==> src/rtl/bss_pkg.sv <==
package bss_pkg;

    typedef enum logic [2:0] {
        ST_OFF  = 3'd0,
        ST_WAIT = 3'd1,
        ST_SOFT = 3'd2,
        ST_RUN  = 3'd3,
        ST_OVP  = 3'd4,
        ST_UVP  = 3'd5,
        ST_HOT  = 3'd6
    } sect_state_e;

    localparam logic [1:0] EN_OFF   = 2'b00;
    localparam logic [1:0] EN_ON    = 2'b01;
    localparam logic [1:0] EN_SLAVE = 2'b10;
    localparam logic [1:0] EN_ON_B  = 2'b11;

    localparam logic [1:0] SCALE_MIN  = 2'd0;
    localparam logic [1:0] SCALE_FULL = 2'd3;

    typedef struct packed {
        sect_state_e state;
        logic [1:0]  step;
    } seq_regs_t;

endpackage

==> src/rtl/bss_en_decode.sv <==
module bss_en_decode
    import bss_pkg::*;
(
    input  logic [1:0] en_code,
    output logic       en_active,
    output logic       en_master,
    output logic       en_slaved
);

    always_comb begin
        en_active = 1'b0;
        en_master = 1'b0;
        en_slaved = 1'b0;
        case (en_code)
            EN_ON, EN_ON_B: begin
                en_active = 1'b1;
                en_master = 1'b1;
            end
            EN_SLAVE: begin
                en_active = 1'b1;
                en_slaved = 1'b1;
            end
            default: ;
        endcase
    end

endmodule

==> src/rtl/bss_step_timer.sv <==
module bss_step_timer #(
    parameter int unsigned STEP_CYCLES = 70000
) (
    input  logic clk,
    input  logic rst_n,
    input  logic run,
    output logic tick
);

    localparam int unsigned CW = $clog2(STEP_CYCLES + 1);
    localparam logic [CW-1:0] LAST = CW'(STEP_CYCLES - 1);

    logic [CW-1:0] cnt_d, cnt_q;

    always_comb begin
        tick  = run && (cnt_q == LAST);
        cnt_d = cnt_q;
        if (!run || tick) begin
            cnt_d = '0;
        end else begin
            cnt_d = cnt_q + 1'b1;
        end
    end

    always_ff @(posedge clk or negedge rst_n) begin
        if (!rst_n) cnt_q <= '0;
        else        cnt_q <= cnt_d;
    end

endmodule

==> src/rtl/bss_arm_counter.sv <==
module bss_arm_counter #(
    parameter int unsigned ARM_TICKS = 29
) (
    input  logic clk,
    input  logic rst_n,
    input  logic run,
    input  logic tick,
    output logic armed
);

    localparam int unsigned AW = $clog2(ARM_TICKS + 1);
    localparam logic [AW-1:0] ARM_AT = AW'(ARM_TICKS);

    logic [AW-1:0] cnt_d, cnt_q;

    always_comb begin
        armed = (cnt_q == ARM_AT);
        cnt_d = cnt_q;
        if (!run) begin
            cnt_d = '0;
        end else if (tick && !armed) begin
            cnt_d = cnt_q + 1'b1;
        end
    end

    always_ff @(posedge clk or negedge rst_n) begin
        if (!rst_n) cnt_q <= '0;
        else        cnt_q <= cnt_d;
    end

endmodule

==> src/rtl/buck_seq_supervisor.sv <==
module buck_seq_supervisor
    import bss_pkg::*;
#(
    parameter int unsigned STEP_CYCLES   = 70000,
    parameter int unsigned UVP_ARM_TICKS = 29
) (
    input  logic       clk,
    input  logic       rst_n,
    input  logic [1:0] en_code,
    input  logic       other_pgood,
    input  logic       ov_flag,
    input  logic       uv_flag,
    input  logic       pg_low_flag,
    input  logic       pvcc_ok,
    input  logic       ref_ok,
    input  logic       ot_flag,
    output logic [1:0] ilim_scale,
    output logic       sw_en,
    output logic       ovp_pulldown,
    output logic       dis_en,
    output logic       pgood
);

    localparam logic [1:0] LAST_STEP = SCALE_FULL;

    logic en_active, en_master, en_slaved;
    logic tick, uvp_armed, switching;
    logic supply_ok;

    seq_regs_t r_d, r_q;

    bss_en_decode u_en_dec (
        .en_code   (en_code),
        .en_active (en_active),
        .en_master (en_master),
        .en_slaved (en_slaved)
    );

    bss_step_timer #(.STEP_CYCLES(STEP_CYCLES)) u_timer (
        .clk   (clk),
        .rst_n (rst_n),
        .run   (switching),
        .tick  (tick)
    );

    bss_arm_counter #(.ARM_TICKS(UVP_ARM_TICKS)) u_arm (
        .clk   (clk),
        .rst_n (rst_n),
        .run   (switching),
        .tick  (tick),
        .armed (uvp_armed)
    );

    assign switching = (r_q.state == ST_SOFT) || (r_q.state == ST_RUN);
    assign supply_ok = pvcc_ok && ref_ok;

    // Next-state logic: supplies and enable first, then latched faults,
    // then new faults in priority order, then normal sequencing.
    always_comb begin
        r_d = r_q;
        if (!en_active || !supply_ok) begin
            r_d.state = ST_OFF;
            r_d.step  = SCALE_MIN;
        end else begin
            case (r_q.state)
                ST_OVP, ST_UVP, ST_HOT: begin
                    r_d = r_q;
                end
                default: begin
                    if (ov_flag) begin
                        r_d.state = ST_OVP;
                    end else if (ot_flag) begin
                        r_d.state = ST_HOT;
                        r_d.step  = SCALE_MIN;
                    end else begin
                        case (r_q.state)
                            ST_OFF, ST_WAIT: begin
                                if (en_master || other_pgood) begin
                                    r_d.state = ST_SOFT;
                                    r_d.step  = SCALE_MIN;
                                end else begin
                                    r_d.state = ST_WAIT;
                                end
                            end
                            ST_SOFT, ST_RUN: begin
                                if (en_slaved && !other_pgood) begin
                                    r_d.state = ST_WAIT;
                                    r_d.step  = SCALE_MIN;
                                end else if (uv_flag && uvp_armed) begin
                                    r_d.state = ST_UVP;
                                    r_d.step  = SCALE_MIN;
                                end else if (r_q.state == ST_SOFT && tick) begin
                                    if (r_q.step == LAST_STEP) begin
                                        r_d.state = ST_RUN;
                                    end else begin
                                        r_d.step = r_q.step + 1'b1;
                                    end
                                end
                            end
                            default: begin
                                r_d.state = ST_OFF;
                                r_d.step  = SCALE_MIN;
                            end
                        endcase
                    end
                end
            endcase
        end
    end

    always_ff @(posedge clk or negedge rst_n) begin
        if (!rst_n) begin
            r_q.state <= ST_OFF;
            r_q.step  <= SCALE_MIN;
        end else begin
            r_q <= r_d;
        end
    end

    always_comb begin
        sw_en        = switching;
        ovp_pulldown = (r_q.state == ST_OVP);
        dis_en       = (r_q.state == ST_OFF) || (r_q.state == ST_WAIT) ||
                       (r_q.state == ST_UVP) || (r_q.state == ST_HOT);
        case (r_q.state)
            ST_SOFT:        ilim_scale = r_q.step;
            ST_RUN, ST_OVP: ilim_scale = SCALE_FULL;
            default:        ilim_scale = SCALE_MIN;
        endcase
        pgood = (r_q.state == ST_RUN) && !pg_low_flag && !ov_flag;
    end

endmodule

==> config.mk <==
export PLATFORM = sky130hd
export DESIGN_NAME = buck_seq_supervisor
export DESIGN_NICKNAME = d
export VERILOG_FILES = /design/src/rtl/bss_pkg.sv /design/src/rtl/bss_en_decode.sv /design/src/rtl/bss_step_timer.sv /design/src/rtl/bss_arm_counter.sv /design/src/rtl/buck_seq_supervisor.sv
export SDC_FILE = /design/constraint.sdc
export NUM_CORES = 1
export LEC_CHECK = 0
export ABC_AREA = 0
export BUFFER_PORTS_ARGS = -buffer_cell sky130_fd_sc_hd__buf_2
export CELL_PAD_IN_SITES_DETAIL_PLACEMENT = 2
export CELL_PAD_IN_SITES_GLOBAL_PLACEMENT = 2
export CORE_MARGIN = 8
export CORE_UTILIZATION = 33
export CTS_BUF_LIST = sky130_fd_sc_hd__clkbuf_4
export DETAILED_ROUTE_END_ITERATION = 16
export GPL_ROUTABILITY_DRIVEN = 0
export PLACE_DENSITY_LB_ADDON = 0.1
export SYNTH_ARGS = -nofsm -noshare
export SYNTH_HDL_FRONTEND = slang
export SYNTH_SLANG_ARGS = --single-unit
==> constraint.sdc <==
create_clock -name clk -period 2 [get_ports clk]
set_clock_uncertainty 0.2 [all_clocks]
set_input_delay 0.1 -clock clk [delete_from_list [all_inputs] [get_ports clk]]
set_output_delay 0.1 -clock clk [all_outputs]
set_load 0.03 [all_outputs]
-- Word-level counts from Yosys, hierarchy flattened
Cells that the tools add are included.
- bits in writable memories: 0
- bits in latches: 0
- output and inout bits: 6
- register bits after elaboration: 27
- input port bits: 11
- ROM bits: 0
- logic and storage cells: 78
- memories: 0
- multiply operators: 0
- divide/modulo/power cells: 0
- multiplexer cells: 20
- bitwise logic cells: 0
- equality and inequality tests: 20
- reduce and logical (&&, ||, !) cells: 31
- shift operators: 0
- add/subtract/negate cells: 3
- order comparisons: 0
- operators with widths (cell ; count):
    $mux 5 ; 8
    $add 17x1->17 const B ; 1
    $eq 17x17->1 const B ; 1
    $mux 17 ; 1
    $ne 7x7->1 const B ; 2
    $ne 6x6->1 const B ; 2
    $pmux 5 s2 ; 1
    $eq 3x3->1 const B ; 3
    $logic_and 1x1->1 ; 8
    $mux 2 ; 4
    $reduce_or 2->1 ; 4
    $logic_not 1->1 ; 7
    $logic_or 1x1->1 ; 7
    $eq 2x2->1 const B ; 3
    $eq 3x2->1 const B ; 2
    $mux 3 ; 2
    $reduce_or 3->1 ; 2
    $add 5x1->5 const B ; 1
    $eq 5x5->1 const B ; 1
    $reduce_and 5->1 ; 1
    $ne 2x2->1 const B ; 2
    $ne 4x4->1 const B ; 1
    $pmux 2 s2 ; 1
    $eq 3x1->1 const B ; 1
    6 further kinds ; 8

-- Depth between registers and ports, before layout
Gate-level depths: netlist of the first run.
- word-level depth: 12
- gate-level depth with buffers: 8

-- Modules after synthesis
Synthesis of the first run repeated with hierarchy kept, for this count alone.
- cells, all modules: 176
- area, all modules: 1667.8 µm²
- modules (own cells, without submodules) (module ; cells each ; area an instance (µm²) ; times used):
    bss_step_timer ; 90 ; 875.8 ; 1
    buck_seq_supervisor ; 55 ; 489.2 ; 1
    bss_arm_counter ; 28 ; 286.5 ; 1
    bss_en_decode ; 3 ; 16.3 ; 1

-- Worst setup path after synthesis of the first run
Ideal clock, no wire load.
- path kind: reg-to-reg
- from: register u_timer.cnt_q[9]
- to: register r_q[2] (netlist bit)
- cell stages (with the launch flop): 6
- arrival: 1844 ps
- setup slack: -110 ps
- cells stage by stage: dfrtp_1 -> or4_4 -> nor4_4 -> nand4_1 -> a2111oi_0 -> nand2b_1
- longest elaborated chain between the ends: 5
- ends and longest elaborated chain (element ; line ; source):
    start: declaration ; bss_step_timer.sv:13 ; logic [CW-1:0] cnt_d, cnt_q;
    start signal: assignment ; bss_step_timer.sv:27 ; else cnt_q <= cnt_d;
    $eq 17x17->1 ; bss_step_timer.sv:16 ; tick = run && (cnt_q == LAST);
    $logic_and 1x1->1 ; bss_step_timer.sv:16 ;
    $logic_and 1x1->1 ; buck_seq_supervisor.sv:92 ; end else if (r_q.state == ST_SOFT && tick) begin
    $ne 7x7->1 (no line) ; -- ;
    $reduce_and 3->1 (no line) ; -- ;
    end signal: assignment ; buck_seq_supervisor.sv:116 ; r_q <= r_d;
    end: declaration ; buck_seq_supervisor.sv:30 ; seq_regs_t r_d, r_q;
No other way between the ends.
A chain may end at the register's enable or synchronous reset.

-- Final worst setup path of the first run
- from: register u_timer.cnt_q[4]
- to: register r_q[2] (netlist bit)
The elaborated chain is that of the path after synthesis.

==> impl_metrics.json, run 1 <==
{
  "outcome": "finished, violations left",
  "violations": "setup timing",
  "netlist_area_mm2": 0.001524,
  "initial_core_util_pct": 34.52,
  "drive_above_1_share_pct": 36.62,
  "fillCellCount": 481,
  "groute.usage.overall_pct": 13.32,
  "design.core.area_mm2": 0.004414,
  "switching_share_pct": 26.23,
  "dieHeight_um": 83.96,
  "clk_latency_ps": 340,
  "syn_area_per_cell_um2": 9.071,
  "max-vdd-ir-drop_mv": 0.3218,
  "synth-seq-cells": 27,
  "grt_pass1_vias": 1633,
  "wl_per_cell_um": 19.00,
  "diodes": 0,
  "rows": 24,
  "clock_sinks": 27,
  "ys_seq_area_share_pct": 44.33,
  "synth_cells": 168,
  "routed_wl_mm": 5.036,
  "fin_ws_ps": -106.4,
  "cts_tree": "built",
  "comb_power_share_pct": 11.9,
  "total_power_mw": 0.9238,
  "area_growth_pct": 39.74,
  "htreeDepth": 1,
  "yosysWarnings": 0,
  "finalSetupViolCount": 21,
  "p_leak_nw": 0.8952,
  "tightest_slew_ps": 653.1,
  "vias": 1417,
  "power_density_mw_per_mm2": 433.8,
  "critPathMaxFanout": 2,
  "hp-class": "input pin to register",
  "root_buffer": "clkbuf_4",
  "grt_pass1_wl_mm": 7.872,
  "hold_ws_ps": 38.64,
  "intPower_mw": 0.6815,
  "fin_crit_sh_pct": 105.3,
  "final_common_cell": "dfrtp_1",
  "p_clk_share_pct": 28.3,
  "grt_max_degree": 28,
  "max_slew_margin_pct": 56.46,
  "start_kind": "register",
  "path_class": "register to register",
  "slew_viol_final": 0,
  "io_buffers": 16,
  "critPathRequiredTime_ps": 2090,
  "fmax_ghz": 0.4747,
  "hpwl_mm": 3.483,
  "final_cell_mix": "27 x dfrtp_1, 18 x buf_4, 16 x nand3_1, 16 x buf_2, 13 x nor2_4",
  "io_pins": 17,
  "post_dp_cell_area_mm2": 0.001807,
  "drcViolationCount": 0,
  "ys_types": 37,
  "pwr-share-seq_pct": 59.7,
  "maxCapViolCount": 0,
  "min_period_ps": 2106,
  "cts_buffers": 3,
  "antenna_left": 0,
  "cp-end-kind": "register",
  "via_per_inst": 5.347,
  "dieArea_mm2": 0.007048,
  "drt-initial-drc-count": 15,
  "drt_pass1_iterations": 4,
  "die_w_um": 83.96,
  "syn-num-nets": 183,
  "rsz0062_at_grt": "yes",
  "p_sw_mw": 0.2423,
  "hold_viol": 0,
  "overflow": 0,
  "clockBufferDepth": 2,
  "final_cell_area_mm2": 0.002130,
  "antenna_found_initial": 0,
  "final_nets": 229,
  "clk_pin_slew_ps": 150,
  "cp_data_arrival_time_ps": 2200
}
## layer usage
layer / track usage [%] / vias up / wire (µm)
li1: - / 671 / -
met1: 14.23 / 728 / 2040
met2: 25.54 / 14 / 2844
met3: 2.441 / 4 / 110
met4: 3.768 / 0 / 40
met5: 0 / - / 0
## state kept, by name, summed over array words and instances (netlist names)
name           flops
u_arm.cnt_q        5
r_q                5
u_timer.cnt_q     17
## Yosys cell counts
cell type | n | area share (%)
a2111oi_0 | 1 | 0.57
a21boi_1 | 1 | 0.49
a21oi_1 | 7 | 2.3
a221o_1 | 1 | 0.66
a31oi_1 | 1 | 0.41
and2_1 | 2 | 0.82
and3_1 | 7 | 2.9
and4_1 | 1 | 0.57
buf_2 | 2 | 0.66
clkbuf_1 | 1 | 0.25
dfrtp_1 | 27 | 44
ha_1 | 4 | 3.3
inv_1 | 10 | 2.5
inv_2 | 1 | 0.25
mux2i_1 | 1 | 0.66
nand2_1 | 7 | 1.7
nand2b_1 | 4 | 1.6
nand3_1 | 19 | 6.2
nand4_1 | 3 | 1.2
nor2_1 | 25 | 6.2
nor2_2 | 1 | 0.41
nor2b_1 | 1 | 0.41
nor3_1 | 5 | 1.6
nor4_1 | 1 | 0.41
nor4_4 | 1 | 1.4
nor4b_1 | 1 | 0.57
nor4b_4 | 1 | 1.6
o211ai_1 | 1 | 0.49
o21ai_0 | 4 | 1.3
o21ai_1 | 2 | 0.66
o22ai_1 | 1 | 0.41
o311ai_0 | 1 | 0.57
or2_0 | 1 | 0.41
or3_1 | 4 | 1.6
or4_4 | 1 | 0.74
xnor2_1 | 8 | 4.6
xor2_1 | 9 | 5.2
## worst max-delay path, stage by stage, from the launching register on
cell       delay, ps
dfrtp_1          440
or4_4            560
nor4_4           200
nand4_1          200
a2111oi_2        320
nand2b_1         140
## final cells by class
cell class / instances / area [µm²] / area share, %
clock buffer: 4 / 30.03 / 1.410
inverter: 11 / 41.29 / 1.939
multi-input combinational: 127 / 959.7 / 45.06
sequential: 27 / 675.6 / 31.73
tap: 52 / 65.06 / 3.055
timing repair buffer: 44 / 357.8 / 16.80
## stage by stage
step,util (%),cells,setup slack [ps],setup TNS [ps]
final,48.24,265,-106.4,-1432
after global routing,48.24,265,-235.5,-3165
after CTS,44.10,262,-64.02,-462.4
after detailed placement,40.93,250,-201.9,-1876
after global placement,40.93,250,-178.6,-314.8
after floorplan,-,168,-76.20,-151.7
## path summary, 6_finish.rpt
check | to | from | slack, ps | cells after the start
worst max-delay path | r_q[2]$_DFFE_PN0P_ | u_timer.cnt_q[4]$_DFF_PN0_ | -110 | 5
worst min-delay path | r_q[4]$_DFFE_PN0P_ | pvcc_ok | 40 | 3
worst max register to register | r_q[2]$_DFFE_PN0P_ | u_timer.cnt_q[4]$_DFF_PN0_ | -110 | 5
worst min register to register | r_q[0]$_DFFE_PN0P_ | r_q[0]$_DFFE_PN0P_ | 340 | 1
max in group asynchronous | u_timer.cnt_q[9]$_DFF_PN0_ | rst_n | 1080 | 2
min in group asynchronous | u_arm.cnt_q[0]$_DFFE_PN0P_ | rst_n | 110 | 2
## logic make-up (layout without fill, tap and decap cells)
logic type,count (synthesis),in the layout,synth area share [%]
and+or+nand+nor,85,85,30.46
DFF,27,27,44.34
AOI/OAI and AO/OA,20,20,7.883
xor gates and xnor gates,17,17,9.771
buffers and inverters,14,59,3.612
adders and majority gates,4,4,3.284
muxes,1,1,0.6568
## power groups by stage
| stage | Clock (mW) | Combinational [mW] | Sequential (mW) |
|---|---|---|---|
| after floorplan | 0 | 0.0384 | 0.562 |
| after global placement | 0 | 0.0799 | 0.562 |
| after detailed placement | 0 | 0.0853 | 0.562 |
| after CTS | 0.276 | 0.0962 | 0.552 |
| after global routing | 0.292 | 0.120 | 0.552 |
| final | 0.262 | 0.110 | 0.552 |
## timing repair
action | CTS | global route
hold endpoints to repair | 29 | 0
hold buffers | 5 | 0
resized for setup | 10 | 36
cloned | 0 | 2
pin swaps | 6 | 18
setup endpoints to repair | 25 | 28
setup buffers | 3 | 1
Note: power is estimated with default switching activity, not from simulation.
==> run 2: changes to the inputs <==
--- a/config.mk
+++ b/config.mk
@@ -14,7 +14,7 @@
 export CTS_BUF_LIST = sky130_fd_sc_hd__clkbuf_4
 export DETAILED_ROUTE_END_ITERATION = 16
 export GPL_ROUTABILITY_DRIVEN = 0
-export PLACE_DENSITY_LB_ADDON = 0.1
+export PLACE_DENSITY = 0.87
 export SYNTH_ARGS = -nofsm -noshare
 export SYNTH_HDL_FRONTEND = slang
 export SYNTH_SLANG_ARGS = --single-unit
==> impl_metrics.json, run 2 (synthesis gave the netlist of run 1 again) <==
{
  "rsz0062_at_grt": "yes",
  "r2r_end": "r_q[2]$_DFFE_PN0P_",
  "final_common_cell": "dfrtp_1",
  "crit_chain": "or4_4 -> nor4_4 -> nand4_1 -> a2111oi_4 -> nand2b_1",
  "hpwl_mm": 3.585,
  "critPathMaxFanout": 2,
  "fin_setup_tns_ps": -3390,
  "hold_viol": 0,
  "critPathRequiredTime_ps": 2080,
  "placedCellCount": 247,
  "path_delay_family": "simple AND/OR/NAND/NOR gates",
  "maxCapViolCount": 0,
  "htreeDepth": 1,
  "drt_pass1_iterations": 4,
  "grt_pass1_wl_mm": 8.293,
  "vias": 1496,
  "rows": 24,
  "slew_viol_final": 0,
  "final_nets": 233,
  "violations": "setup timing",
  "grt_max_degree": 28,
  "min_period_ps": 2217,
  "cp_data_arrival_time_ps": 2300,
  "drive_above_1_share_pct": 34.10,
  "routed_wl_mm": 6.347,
  "dieArea_mm2": 0.007048,
  "clockBufferDepth": 2,
  "wl_per_cell_um": 23.59,
  "cts_tree": "built",
  "top_register": "u_timer.cnt_q",
  "die_w_um": 83.96,
  "io_buffers": 16,
  "r2r_setup_slack_ps": -220,
  "finalSetupViolCount": 26,
  "clock_sinks": 27,
  "slowest_delay_ps": 560,
  "fin_cells": 269,
  "r2r_start": "u_timer.cnt_q[10]$_DFF_PN0_",
  "root_buffer": "clkbuf_4",
  "design.core.area_mm2": 0.004414,
  "largest_reg_flops": 17,
  "via_per_inst": 5.561,
  "tightest_slew_ps": 659.3,
  "fmax_ghz": 0.4510,
  "fin_crit_sh_pct": 110.9,
  "outcome": "finished, violations left",
  "path_buf_inv": 0,
  "hp-class": "input pin to asynchronous set/reset pin",
  "path_class": "register to register",
  "worst_path_max_delay_cell": "or4_4",
  "max_slew_margin_pct": 55.86,
  "start_kind": "register",
  "antenna_found_initial": 0,
  "drt-initial-drc-count": 31,
  "hold_ws_ps": 83.12,
  "final_cell_mix": "27 x dfrtp_1, 23 x buf_4, 22 x nor2_1",
  "max-vdd-ir-drop_mv": 0.2268,
  "clk_pin_slew_ps": 160,
  "reg_top3": "u_timer.cnt_q (17), r_q (5), u_arm.cnt_q (5)",
  "r2r_cells": 5,
  "power_density_mw_per_mm2": 443.2,
  "area_growth_pct": 38.83,
  "overflow": 0,
  "dp_slack_ps": -205.7,
  "p_leak_nw": 0.9091,
  "antenna_left": 0,
  "dieHeight_um": 83.96,
  "groute.usage.overall_pct": 14.50,
  "io_pins": 17,
  "drcViolationCount": 0,
  "cts_buffers": 3,
  "grt_pass1_vias": 1640,
  "fillCellCount": 460,
  "cp-end-kind": "register",
  "clk_latency_ps": 350,
  "fin_ws_ps": -217.4,
  "diodes": 0,
  "initial_core_util_pct": 34.52
}
run 2: cell count changes in the layout (fill, tap and decap cells not counted), moves of 4 or more:
cell    delta
buf_4      +5
nor2_1    +15
nor2_2     -4
nor2_4    -11
run 2: worst register-to-register path, delay by kind of cell (launching register included):
family          cells  cell delay [ps]
flops               1              430
compound gates      1              380
simple gates        4             1150
run 2: where the power goes:
group	internal [mW]	switching, mW
sequential	0.549	0.00318
clock	0.0922	0.178
combinational	0.0419	0.0732
run 2: area by class of cell:
type	count	area, µm²	area share (%)
inverters	11	41.29	1.952
repair buffers	48	367.9	17.39
well taps	52	65.06	3.075
multi-input cells	127	935.9	44.23
clock buffers	4	30.03	1.419
flip-flops and latches	27	675.6	31.93
run 2: layer usage:
metal / track usage [%] / vias up / wire length, µm
li1: - / 678 / -
met1: 14.41 / 767 / 2352
met2: 28.77 / 36 / 3579
met3: 2.344 / 15 / 234
met4: 5.338 / 0 / 180
met5: 0 / - / 0
run 2: how the worst max path moves through the flow:
stage	endpoint	startpoint	cells after the start	slack, ps
floorplan	r_q[2]$_DFFE_PN0P_	u_timer.cnt_q[9]$_DFF_PN0_	5	-80
global placement	r_q[2]$_DFFE_PN0P_	u_timer.cnt_q[9]$_DFF_PN0_	5	-70
detailed placement	r_q[2]$_DFFE_PN0P_	u_timer.cnt_q[9]$_DFF_PN0_	5	-210
CTS	r_q[2]$_DFFE_PN0P_	u_timer.cnt_q[10]$_DFF_PN0_	5	-110
global route	r_q[2]$_DFFE_PN0P_	u_timer.cnt_q[10]$_DFF_PN0_	5	-250
finish	r_q[2]$_DFFE_PN0P_	u_timer.cnt_q[10]$_DFF_PN0_	5	-220
run 2: metrics by stage:
step / instance area [µm²] / utilization, % / power [mW]
2_1_floorplan: 1538 / - / 0.6005
3_3_place_gp: 1784 / 40.42 / 0.6405
3_5_place_dp: 1784 / 40.42 / 0.6474
4_1_cts: 1932 / 43.76 / 0.9334
5_1_grt: 2116 / 47.93 / 0.9773
6_report: 2116 / 47.93 / 0.9377
run 2: repair_timing:
action | in CTS | in global routing
buffers inserted | 3 | 7
hold endpoints to repair | 29 | 0
setup endpoints to repair | 23 | 27
hold buffers | 7 | 0
gates resized for setup | 8 | 23
gates cloned | 0 | 1
pin swaps | 5 | 8
